## config.mk

```make
export PLATFORM = sky130hd
export DESIGN_NAME = des3_iter_core
export DESIGN_NICKNAME = d
export VERILOG_FILES = /design/src/rtl/des3_iter_core.sv
export SDC_FILE = /design/constraint.sdc
export NUM_CORES = 1
export LEC_CHECK = 0
export ABC_CLOCK_PERIOD_IN_PS = 9000
export CAP_MARGIN = 20
export CORE_AREA = 2 2 214 195
export CTS_BUF_LIST = sky130_fd_sc_hd__clkbuf_16
export CTS_CLUSTER_SIZE = 28
export DETAILED_ROUTE_END_ITERATION = 6
export DIE_AREA = 0 0 216 197
export DONT_BUFFER_PORTS = 1
export PLACE_DENSITY_LB_ADDON = 0.08
export SYNTH_ARGS = -nofsm -noshare
export SYNTH_HDL_FRONTEND = slang
export SYNTH_SLANG_ARGS = --single-unit
```

## constraint.sdc

```tcl
create_clock -name clk -period 9 [get_ports clk]
set_input_delay 1.8 -clock clk [delete_from_list [all_inputs] [get_ports clk]]
set_output_delay 1.8 -clock clk [all_outputs]
set_load 0.02 [all_outputs]
```

## src/rtl/des3_iter_core.sv

```systemverilog
module des3_iter_core (
  input  logic        clk,
  input  logic        rst_n,
  input  logic        start,
  input  logic        triple,
  input  logic        decrypt,
  input  logic [63:0] data_in,
  input  logic [63:0] key1,
  input  logic [63:0] key2,
  input  logic [63:0] key3,
  output logic        busy,
  output logic        done,
  output logic [63:0] data_out
);

  typedef enum logic [1:0] {S_IDLE, S_INIT, S_RND, S_FIN} state_t;

  localparam int KSEL [56] = '{
    57, 49, 41, 33, 25, 17,  9,  1, 58, 50, 42, 34, 26, 18,
    10,  2, 59, 51, 43, 35, 27, 19, 11,  3, 60, 52, 44, 36,
    63, 55, 47, 39, 31, 23, 15,  7, 62, 54, 46, 38, 30, 22,
    14,  6, 61, 53, 45, 37, 29, 21, 13,  5, 28, 20, 12,  4};

  localparam int RSEL [48] = '{
    14, 17, 11, 24,  1,  5,  3, 28, 15,  6, 21, 10,
    23, 19, 12,  4, 26,  8, 16,  7, 27, 20, 13,  2,
    41, 52, 31, 37, 47, 55, 30, 40, 51, 45, 33, 48,
    44, 49, 39, 56, 34, 53, 46, 42, 50, 36, 29, 32};

  localparam int PMIX [32] = '{
    16,  7, 20, 21, 29, 12, 28, 17,  1, 15, 23, 26,  5, 18, 31, 10,
     2,  8, 24, 14, 32, 27,  3,  9, 19, 13, 30,  6, 22, 11,  4, 25};

  function automatic int ip_src(input int j);
    int r, c, b;
    r = j / 8;
    c = j % 8;
    b = (r < 4) ? 58 + 2 * r : 57 + 2 * (r - 4);
    return b - 8 * c;
  endfunction

  function automatic logic [63:0] perm_in(input logic [63:0] x);
    logic [63:0] y;
    for (int j = 0; j < 64; j++) y[63-j] = x[64-ip_src(j)];
    return y;
  endfunction

  function automatic logic [63:0] perm_out(input logic [63:0] x);
    logic [63:0] y;
    for (int j = 0; j < 64; j++) y[64-ip_src(j)] = x[63-j];
    return y;
  endfunction

  function automatic logic [55:0] key_pick(input logic [63:0] k);
    logic [55:0] y;
    for (int i = 0; i < 56; i++) y[55-i] = k[64-KSEL[i]];
    return y;
  endfunction

  function automatic logic [47:0] sub_pick(input logic [55:0] cd);
    logic [47:0] y;
    for (int i = 0; i < 48; i++) y[47-i] = cd[56-RSEL[i]];
    return y;
  endfunction

  function automatic logic [3:0] sbox(input int n, input logic [5:0] x);
    logic [255:0] t;
    int idx;
    case (n)
      0: t = 256'hE4D12FB83A6C59070F74E2D1A6CB953841E8D62BFC973A50FC8249175B3EA06D;
      1: t = 256'hF18E6B34972DC05A3D47F28EC01A69B50E7BA4D158C6932FD8A13F42B67C05E9;
      2: t = 256'hA09E63F51DC7B428D70934A6285ECBF1D6498F30B12C5AE71AD069874FE3B52C;
      3: t = 256'h7DE3069A1285BC4FD8B56F03472C1AE9A690CB7DF13E52843F06A1D8945BC72E;
      4: t = 256'h2C417AB6853FD0E9EB2C47D150FA3986421BAD78F9C5630EB8C71E2D6F09A453;
      5: t = 256'hC1AF92680D34E75BAF427C9561DE0B389EF528C3704A1DB6432C95FABE17608D;
      6: t = 256'h4B2EF08D3C975A61D0B7491AE35C2F8614BDC37EAF6805926BD814A7950FE23C;
      default: t = 256'hD2846FB1A93E50C71FD8A374C56B0E927B419CE206ADF35821E74A8DFC90356B;
    endcase
    idx = int'({x[5], x[0], x[4:1]});
    return t[255-4*idx -: 4];
  endfunction

  function automatic logic [31:0] feistel(input logic [31:0] r, input logic [47:0] k);
    logic [47:0] e;
    logic [31:0] s, p;
    for (int j = 0; j < 8; j++)
      for (int b = 0; b < 6; b++)
        e[47-(6*j+b)] = r[31-((4*j+b+31) % 32)];
    e = e ^ k;
    for (int j = 0; j < 8; j++) s[31-4*j -: 4] = sbox(j, e[47-6*j -: 6]);
    for (int i = 0; i < 32; i++) p[31-i] = s[32-PMIX[i]];
    return p;
  endfunction

  function automatic logic [27:0] rot28(input logic [27:0] x, input logic left, input logic [1:0] n);
    case ({left, n})
      3'b101:  return {x[26:0], x[27]};
      3'b110:  return {x[25:0], x[27:26]};
      3'b001:  return {x[0], x[27:1]};
      3'b010:  return {x[1:0], x[27:2]};
      default: return x;
    endcase
  endfunction

  state_t      st;
  logic [3:0]  rnd;
  logic [1:0]  pass;
  logic        tq, dq, done_q;
  logic [63:0] lr, res, k1q, k2q, k3q;
  logic [55:0] cd;

  logic        pass_dec, edge_rnd, last_pass;
  logic [1:0]  shamt;
  logic [63:0] pass_key, fin_blk;
  logic [55:0] cd_next;
  logic [47:0] subkey;

  assign pass_dec  = dq ^ (pass == 2'd1);
  assign pass_key  = (pass == 2'd1) ? k2q : (((pass == 2'd0) != (dq && tq)) ? k1q : k3q);
  assign last_pass = !tq || (pass == 2'd2);
  assign edge_rnd  = (rnd == 4'd1) || (rnd == 4'd8) || (rnd == 4'd15);
  assign shamt     = pass_dec ? ((rnd == 4'd0) ? 2'd0 : (edge_rnd ? 2'd1 : 2'd2))
                              : (((rnd == 4'd0) || edge_rnd) ? 2'd1 : 2'd2);
  assign cd_next   = {rot28(cd[55:28], !pass_dec, shamt), rot28(cd[27:0], !pass_dec, shamt)};
  assign subkey    = sub_pick(cd_next);
  assign fin_blk   = perm_out({lr[31:0], lr[63:32]});

  assign busy     = (st != S_IDLE);
  assign done     = done_q;
  assign data_out = res;

  always_ff @(posedge clk or negedge rst_n) begin
    if (!rst_n) begin
      st <= S_IDLE;
      rnd <= '0;
      pass <= '0;
      tq <= 1'b0;
      dq <= 1'b0;
      done_q <= 1'b0;
      lr <= '0;
      res <= '0;
      k1q <= '0;
      k2q <= '0;
      k3q <= '0;
      cd <= '0;
    end else begin
      done_q <= 1'b0;
      case (st)
        S_IDLE: if (start) begin
          lr <= data_in;
          k1q <= key1;
          k2q <= key2;
          k3q <= key3;
          tq <= triple;
          dq <= decrypt;
          pass <= 2'd0;
          st <= S_INIT;
        end
        S_INIT: begin
          lr <= perm_in(lr);
          cd <= key_pick(pass_key);
          rnd <= 4'd0;
          st <= S_RND;
        end
        S_RND: begin
          lr <= {lr[31:0], lr[63:32] ^ feistel(lr[31:0], subkey)};
          cd <= cd_next;
          rnd <= rnd + 4'd1;
          if (rnd == 4'd15) st <= S_FIN;
        end
        default: begin
          if (last_pass) begin
            res <= fin_blk;
            done_q <= 1'b1;
            st <= S_IDLE;
          end else begin
            lr <= fin_blk;
            pass <= pass + 2'd1;
            st <= S_INIT;
          end
        end
      endcase
    end
  end

endmodule

```

==> flow_summary.toml, run 1 <==
[place]
routabilityCongestion = 0.923
place.port_buffers = 0
numPlacedInstances = 3112
placed_area_um2 = 25800
hpwl_um = 59100

[timing]
finalHoldWorstSlack_ns = 0.501
time_the_worst_path_needs_with_i_o_delays_and_setup_ns = 6.10
maxClockFrequency_ghz = 0.164
worstMarginPinSlew_ns = 1.22
count_of_final_max_slew_check_failures = 0
final.setup_skew_ns = 0.0264
grt_setup_unrepaired = "no"
finalSetupViolCount = 0
finalHoldViolCount = 0
slew-limit-headroom = 0.186
setup-tns-final_ns = 0
post-route-period-util = 0.678

[route]
vias = 22800
detail_route.vias_per_cell = 7.15
first_pass_iters = 7
drt_drc_violations_left = 1
postRouteAntennaNets = 0
total_routed_wirelength_um = 85600
wl_per_cell_um = 26.8
detailedRoute.firstIterationViolations = 3605

[clock_network]
worst_case_clock_buffer_depth = 3
post-cts-setup-buffers = 0
root_buffer = "clkbuf_16"
tritoncts = "yes"
cts_sinks = 363
clock_latency_at_the_later_pin_of_the_worst_skew_pair_ns = 0.58
numCtsBuffers = 40
post_cts.resized_instances = 0
ctsHtreeMaxLevel = 2
worst_path_clk_slew_ns = 0.06
hold_buffers = 0

[critical_path]
crit_path_cell_chain = "inv_1 > ha_2 > buf_4 > xor2_4 > buf_4 > buf_4 > o21ai_0 > a31oi_1 > or2_2 > xor2_1 > inv_1 > ha_1 > o21ai_0 > o21ai_0 > a221oi_1 > a2bb2oi_1 > xnor2_1 > nand2_1 > a21oi_1"
timing.rr.start = "pass[1]"
setup.worst_path.class = "flop to flop"
timing.rr.end = "lr[4]"
timing.critical_path.arrival_ns = 6.60
crit_end = "lr[4]"
crit_family = "buffers and inverters"
critPathMaxStageDelay_ns = 0.73
critPathLaunchType = "flop"
timing.critical_path.depth = 19
worst_r2r_path_depth = 19
internal_reg_to_reg_setup_slack_ns = 2.90
critical_path_end_type = "flop"
critical_path.slowest_cell = "buf_4"
timing.critical_path.fanout_max = 72
launching_element_of_the_worst_setup_path = "pass[1]"
data_required_time_of_the_critical_path_ns = 9.49
crit_buf_inv = 5

[flow_run]
maxCapViolations = 0

[status]
result_of_the_run = "finished with violations"
violated_checks = "design-rule violations"

[synthesis]
synth_top_cells_by_area = "dfrtp_1 35%, mux2_2 14%, a21oi_1 4.5%"
synthesis.nets = 3107
postSynthRegisterBits = 363
yosysUniqueCellTypes = 104
synth-async-reset-ratio = 1.00
ys_warn_count = 0
synth_edf_count = 0
synth_top_area_share = 0.352
yosysSeqAreaShare = 0.352
postSynthAreaPerCell_um2 = 9.27
ys_dominant_reg_cell = "dfrtp_1"
netlist_instances = 2785
synthDominantAreaCellType = "dfrtp_1"
netlist_area_um2 = 25800

[floorplanning]
floorplan.die_area_um2 = 42600
io_pins = 327
die-height_um = 197
dieWidth_um = 216
initial_core_util = 0.641
design.core.area_um2 = 40300
rows = 70

[worst_hold_path]
hold_path.class = "flop to flop"
holdCritStartpoint = "k1q[14]"

[cells_and_area]
layout.cells.most_common = "dfrtp_1"
finalNonFillerCells = 3190
stdcell_area_um2 = 27100
nets = 2939
commonest_non_fill_non_tap_cells_in_the_layout = "363 x dfrtp_1, 320 x mux2_2, 229 x a21oi_1"
final.fill_count = 3233
layout-drive-gt1-share = 0.195
syn_to_final_growth_pct = 5.03

[global_route]
maximum_number_of_pins_on_one_net_before_global_route_repair = 364
grt_use_total = 0.397
antenna_found_initial = 7
grt_first_pass_wirelength_um = 131000
grt-ovfl-total = 0
vias_in_the_first_global_route = 21400
[flip-flops by register name (all words and copies together), names as in the netlist]
register	count
data_out	64
lr	64
cd	56
k1q	56
k2q	56
k3q	56
rnd	4
pass	2
st	2
done	1
dq	1
tq	1
[kinds of logic after synthesis]
kind of cell	count (synthesis)	share of synthesized area
simple gates	654	0.116
flops	363	0.352
compound gates	913	0.239
buf+inv	311	0.0527
mux	380	0.169
fa+ha+maj	61	0.0296
xor+xnor	103	0.0426
[metrics by stage]
stage | setup WS, ns | util
floorplan | 5.14 | -
global placement | 3.22 | 0.639
detailed placement | 3.11 | 0.639
CTS | 3.07 | 0.672
global route | 2.52 | 0.673
finish | 2.90 | 0.673
[final cells by class]
cell class                      count  area (um2)  share of cell area
Multi-Input combinational cell   2111       15500               0.571
Sequential cell                   363        9080               0.335
Clock buffer                       42        1050              0.0388
Tap cell                          540         676              0.0249
Timing Repair Buffer               43         323              0.0119
Clock inverter                     28         283              0.0104
Inverter                           58         218             0.00803
Antenna cell                        5        12.5            0.000461
[layer usage]
metal,vias to the layer above,routed length (um),part of all wire,global-route usage
li1,10100,-,-,-
met1,11000,33900,0.40,0.558
met2,1493,36700,0.43,0.577
met3,258,11200,0.13,0.113
met4,2,3900,0.046,0.162
met5,-,4,0.000047,0
[worst min path at each step]
stage | cells after the start | end | slack [ns]
final | 1 | k1q[14] | 0.50
after global routing | 1 | k1q[14] | 0.51
after CTS | 1 | k2q[14] | 0.50
after detailed placement | 1 | k3q[52] | 0.49
after global placement | 1 | k2q[5] | 0.48
after floorplan | 1 | k2q[11] | 0.47
[cell usage after synthesis (9+ instances only)]
master and n:
inv_1 49, xnor2_1 51, clkbuf_1 146, and3_1 23, buf_1 31, ha_1 61, buf_4 19, xnor2_2 12
nand2b_1 20, xor2_1 30, a31oi_1 42, o31ai_1 15, mux2i_1 45, a22o_1 11, nor2_1 189, a222oi_1 31
o21ai_1 24, and2_1 18, inv_2 9, a21oi_1 230, o221ai_1 13, mux2_2 320, nor3_1 51, o211ai_1 24
a22oi_1 20, a221oi_1 30, a211oi_1 47, buf_2 48, nand2_1 223, mux4_2 12, o21ai_0 175, o32ai_1 12
a2111oi_0 9, nand3b_1 13, nand3_1 63, a211o_1 9, o22ai_1 86, a221o_1 20, nor2b_1 12, dfrtp_1 363
Power of run 1 is not shown: default switching activity piles up to over one toggle a cycle in this logic, so the estimate is an artifact.
==> inputs of run 2 (changes only) <==
ABC_CLOCK_PERIOD_IN_PS = 5100   (was 9000)
CORE_AREA = 2 2 224 204   (was 2 2 214 195)
DIE_AREA = 0 0 226 206   (was 0 0 216 197)
clock period = 5.1 ns   (was 9 ns; I/O delays follow)
==> run 2 against run 1 <==
  * The flow still finishes with violations (design-rule violations)
  * Die area is 9.4% higher
  * Critical endpoint is now lr[16]
  * Setup slack lost 2.7 ns
  * Non-clock buffer count grew 81
  * Sequential share of layout area is 1.1 points lower
==> flow_summary.toml, run 2 (synthesized netlist as in run 1, its figures left out) <==
[clock_network]
root_buffer = "clkbuf_16"
tritoncts = "yes"
ctsHtreeMaxLevel = 2
clock_latency_at_the_later_pin_of_the_worst_skew_pair_ns = 0.59
cts_sinks = 363
numCtsBuffers = 41
worst_case_clock_buffer_depth = 3
worst_path_clk_slew_ns = 0.06

[timing]
layout_setup_ws_ns = 0.232
setup-tns-final_ns = 0
finalHoldViolCount = 0
final.setup_skew_ns = 0.0398
grt_setup_unrepaired = "no"
worstMarginPinSlew_ns = 1.27
post-route-period-util = 0.954
count_of_final_max_slew_check_failures = 0
time_the_worst_path_needs_with_i_o_delays_and_setup_ns = 4.87
slew-limit-headroom = 0.154
maxClockFrequency_ghz = 0.205
finalSetupViolCount = 0

[floorplanning]
die-height_um = 206
floorplan.die_area_um2 = 46600
dieWidth_um = 226
io_pins = 327
rows = 74
design.core.area_um2 = 44500
initial_core_util = 0.580

[critical_path]
timing.rr.start = "rnd[0]"
critical_path.slowest_cell = "ha_1"
crit_end = "lr[16]"
setup.worst_path.class = "flop to flop"
critPathLaunchType = "flop"
timing.critical_path.arrival_ns = 5.29
internal_reg_to_reg_setup_slack_ns = 0.23
timing.critical_path.fanout_max = 20
launching_element_of_the_worst_setup_path = "rnd[0]"
worst_r2r_path_depth = 18
critical_path_end_type = "flop"
timing.rr.end = "lr[16]"
critPathMaxStageDelay_ns = 0.47
data_required_time_of_the_critical_path_ns = 5.53
crit_path_cell_chain = "inv_1 > ha_1 > inv_1 > a21oi_2 > buf_4 > nor2_1 > a22o_1 > a221oi_1 > buf_4 > xnor2_1 > ha_1 > nor2_1 > a211oi_1 > a211oi_1 > mux2i_1 > buf_4 > xor2_1 > o41ai_2"
crit_path_frequent_cell = "buf_4"

[global_route]
grt-ovfl-total = 0
maximum_number_of_pins_on_one_net_before_global_route_repair = 364
vias_in_the_first_global_route = 21900
antenna_found_initial = 5
grt_use_total = 0.378
grt_first_pass_wirelength_um = 135000

[cells_and_area]
layout-drive-gt1-share = 0.224
commonest_non_fill_non_tap_cells_in_the_layout = "363 x dfrtp_1, 320 x mux2_2, 229 x a21oi_1"
syn_to_final_growth_pct = 8.47
nets = 3021
layout.cells.most_common = "dfrtp_1"

[route]
first_pass_iters = 7
wl_per_cell_um = 26.8
vias = 23100
postRouteAntennaNets = 0
detailedRoute.firstIterationViolations = 3448
drt_drc_violations_left = 29
total_routed_wirelength_um = 89700
detail_route.vias_per_cell = 6.91

[place]
place.port_buffers = 0
routabilityCongestion = 0.993
dp_slack_ns = 0.250
hpwl_um = 64100

[status]
result_of_the_run = "finished with violations"
violated_checks = "design-rule violations"

[flow_run]
maxCapViolations = 0

[worst_hold_path]
hold_path.class = "primary input to asynchronous set/reset pin"
-- run 2: cell types whose count changed in the layout (fill, tap and decap cells not counted), sizes merged --
cell / previous run / this run
clkinv: 13 / 18
buf: 43 / 124
diode: 5 / 4
clkinvlp: 1 / 2
bufinv: 6 / 7
clkbuf: 42 / 43
inv: 66 / 64
-- run 2: worst min-delay path by stage --
stage             from  endpoint  cells after the start
6_report         rst_n   k1q[41]                      0
5_1_grt          rst_n   k2q[31]                      0
4_1_cts          rst_n   k2q[31]                      0
3_5_place_dp   k2q[54]   k2q[54]                      1
3_3_place_gp   k3q[29]   k3q[29]                      1
2_1_floorplan  k2q[11]   k2q[11]                      1
-- run 2: metal layers --
metal  part of all wire  vias to the layer above  wire length, um  GRT usage
li1                   -                    10200                -          -
met1               0.41                    11200            36600      0.524
met2               0.43                     1378            38500      0.545
met3               0.12                      247            10900      0.120
met4              0.041                        2             3700      0.158
met5            0.00019                        -               17          0
-- run 2: through the flow --
| step | instance area (um2) | hold WS [ns] | util | cells |
|---|---|---|---|---|
| floorplan | 25800 | 0.474 | - | 2785 |
| detailed placement | 26500 | 0.487 | 0.596 | 3264 |
| finish | 28000 | 0.146 | 0.629 | 3344 |
| global placement | 26500 | 0.482 | 0.596 | 3264 |
| global route | 28000 | 0.126 | 0.629 | 3344 |
| CTS | 28000 | 0.129 | 0.629 | 3340 |
-- run 2: final cells by class --
class / count / area (um2)
fill: 3710 / 16500
timing repair buffer: 124 / 993
sequential: 363 / 9080
multi-input combinational: 2111 / 15500
inverter: 58 / 218
clock buffer: 43 / 1080
antenna: 4 / 10.0
clock inverter: 33 / 379
tap: 608 / 761
-- run 2: critical path: cells and delay by family (launching register included) --
kind,cells,cell delay [ns]
AOI/OAI and AO/OA,6,1.58
buffers and inverters,5,0.93
adders and majority gates,2,0.85
xor gates and xnor gates,2,0.43
DFF,1,0.42
and+or+nand+nor,2,0.37
muxes,1,0.12
-- run 2: timing repair --
item / CTS / global route
setup buffers: 0 / 0
endpoints found under the setup margin: 0 / 3
hold buffers: 0 / 0
endpoints found under the hold margin: 0 / 0
gates resized for setup: 0 / 2
Power of run 2 is left out for the same reason.
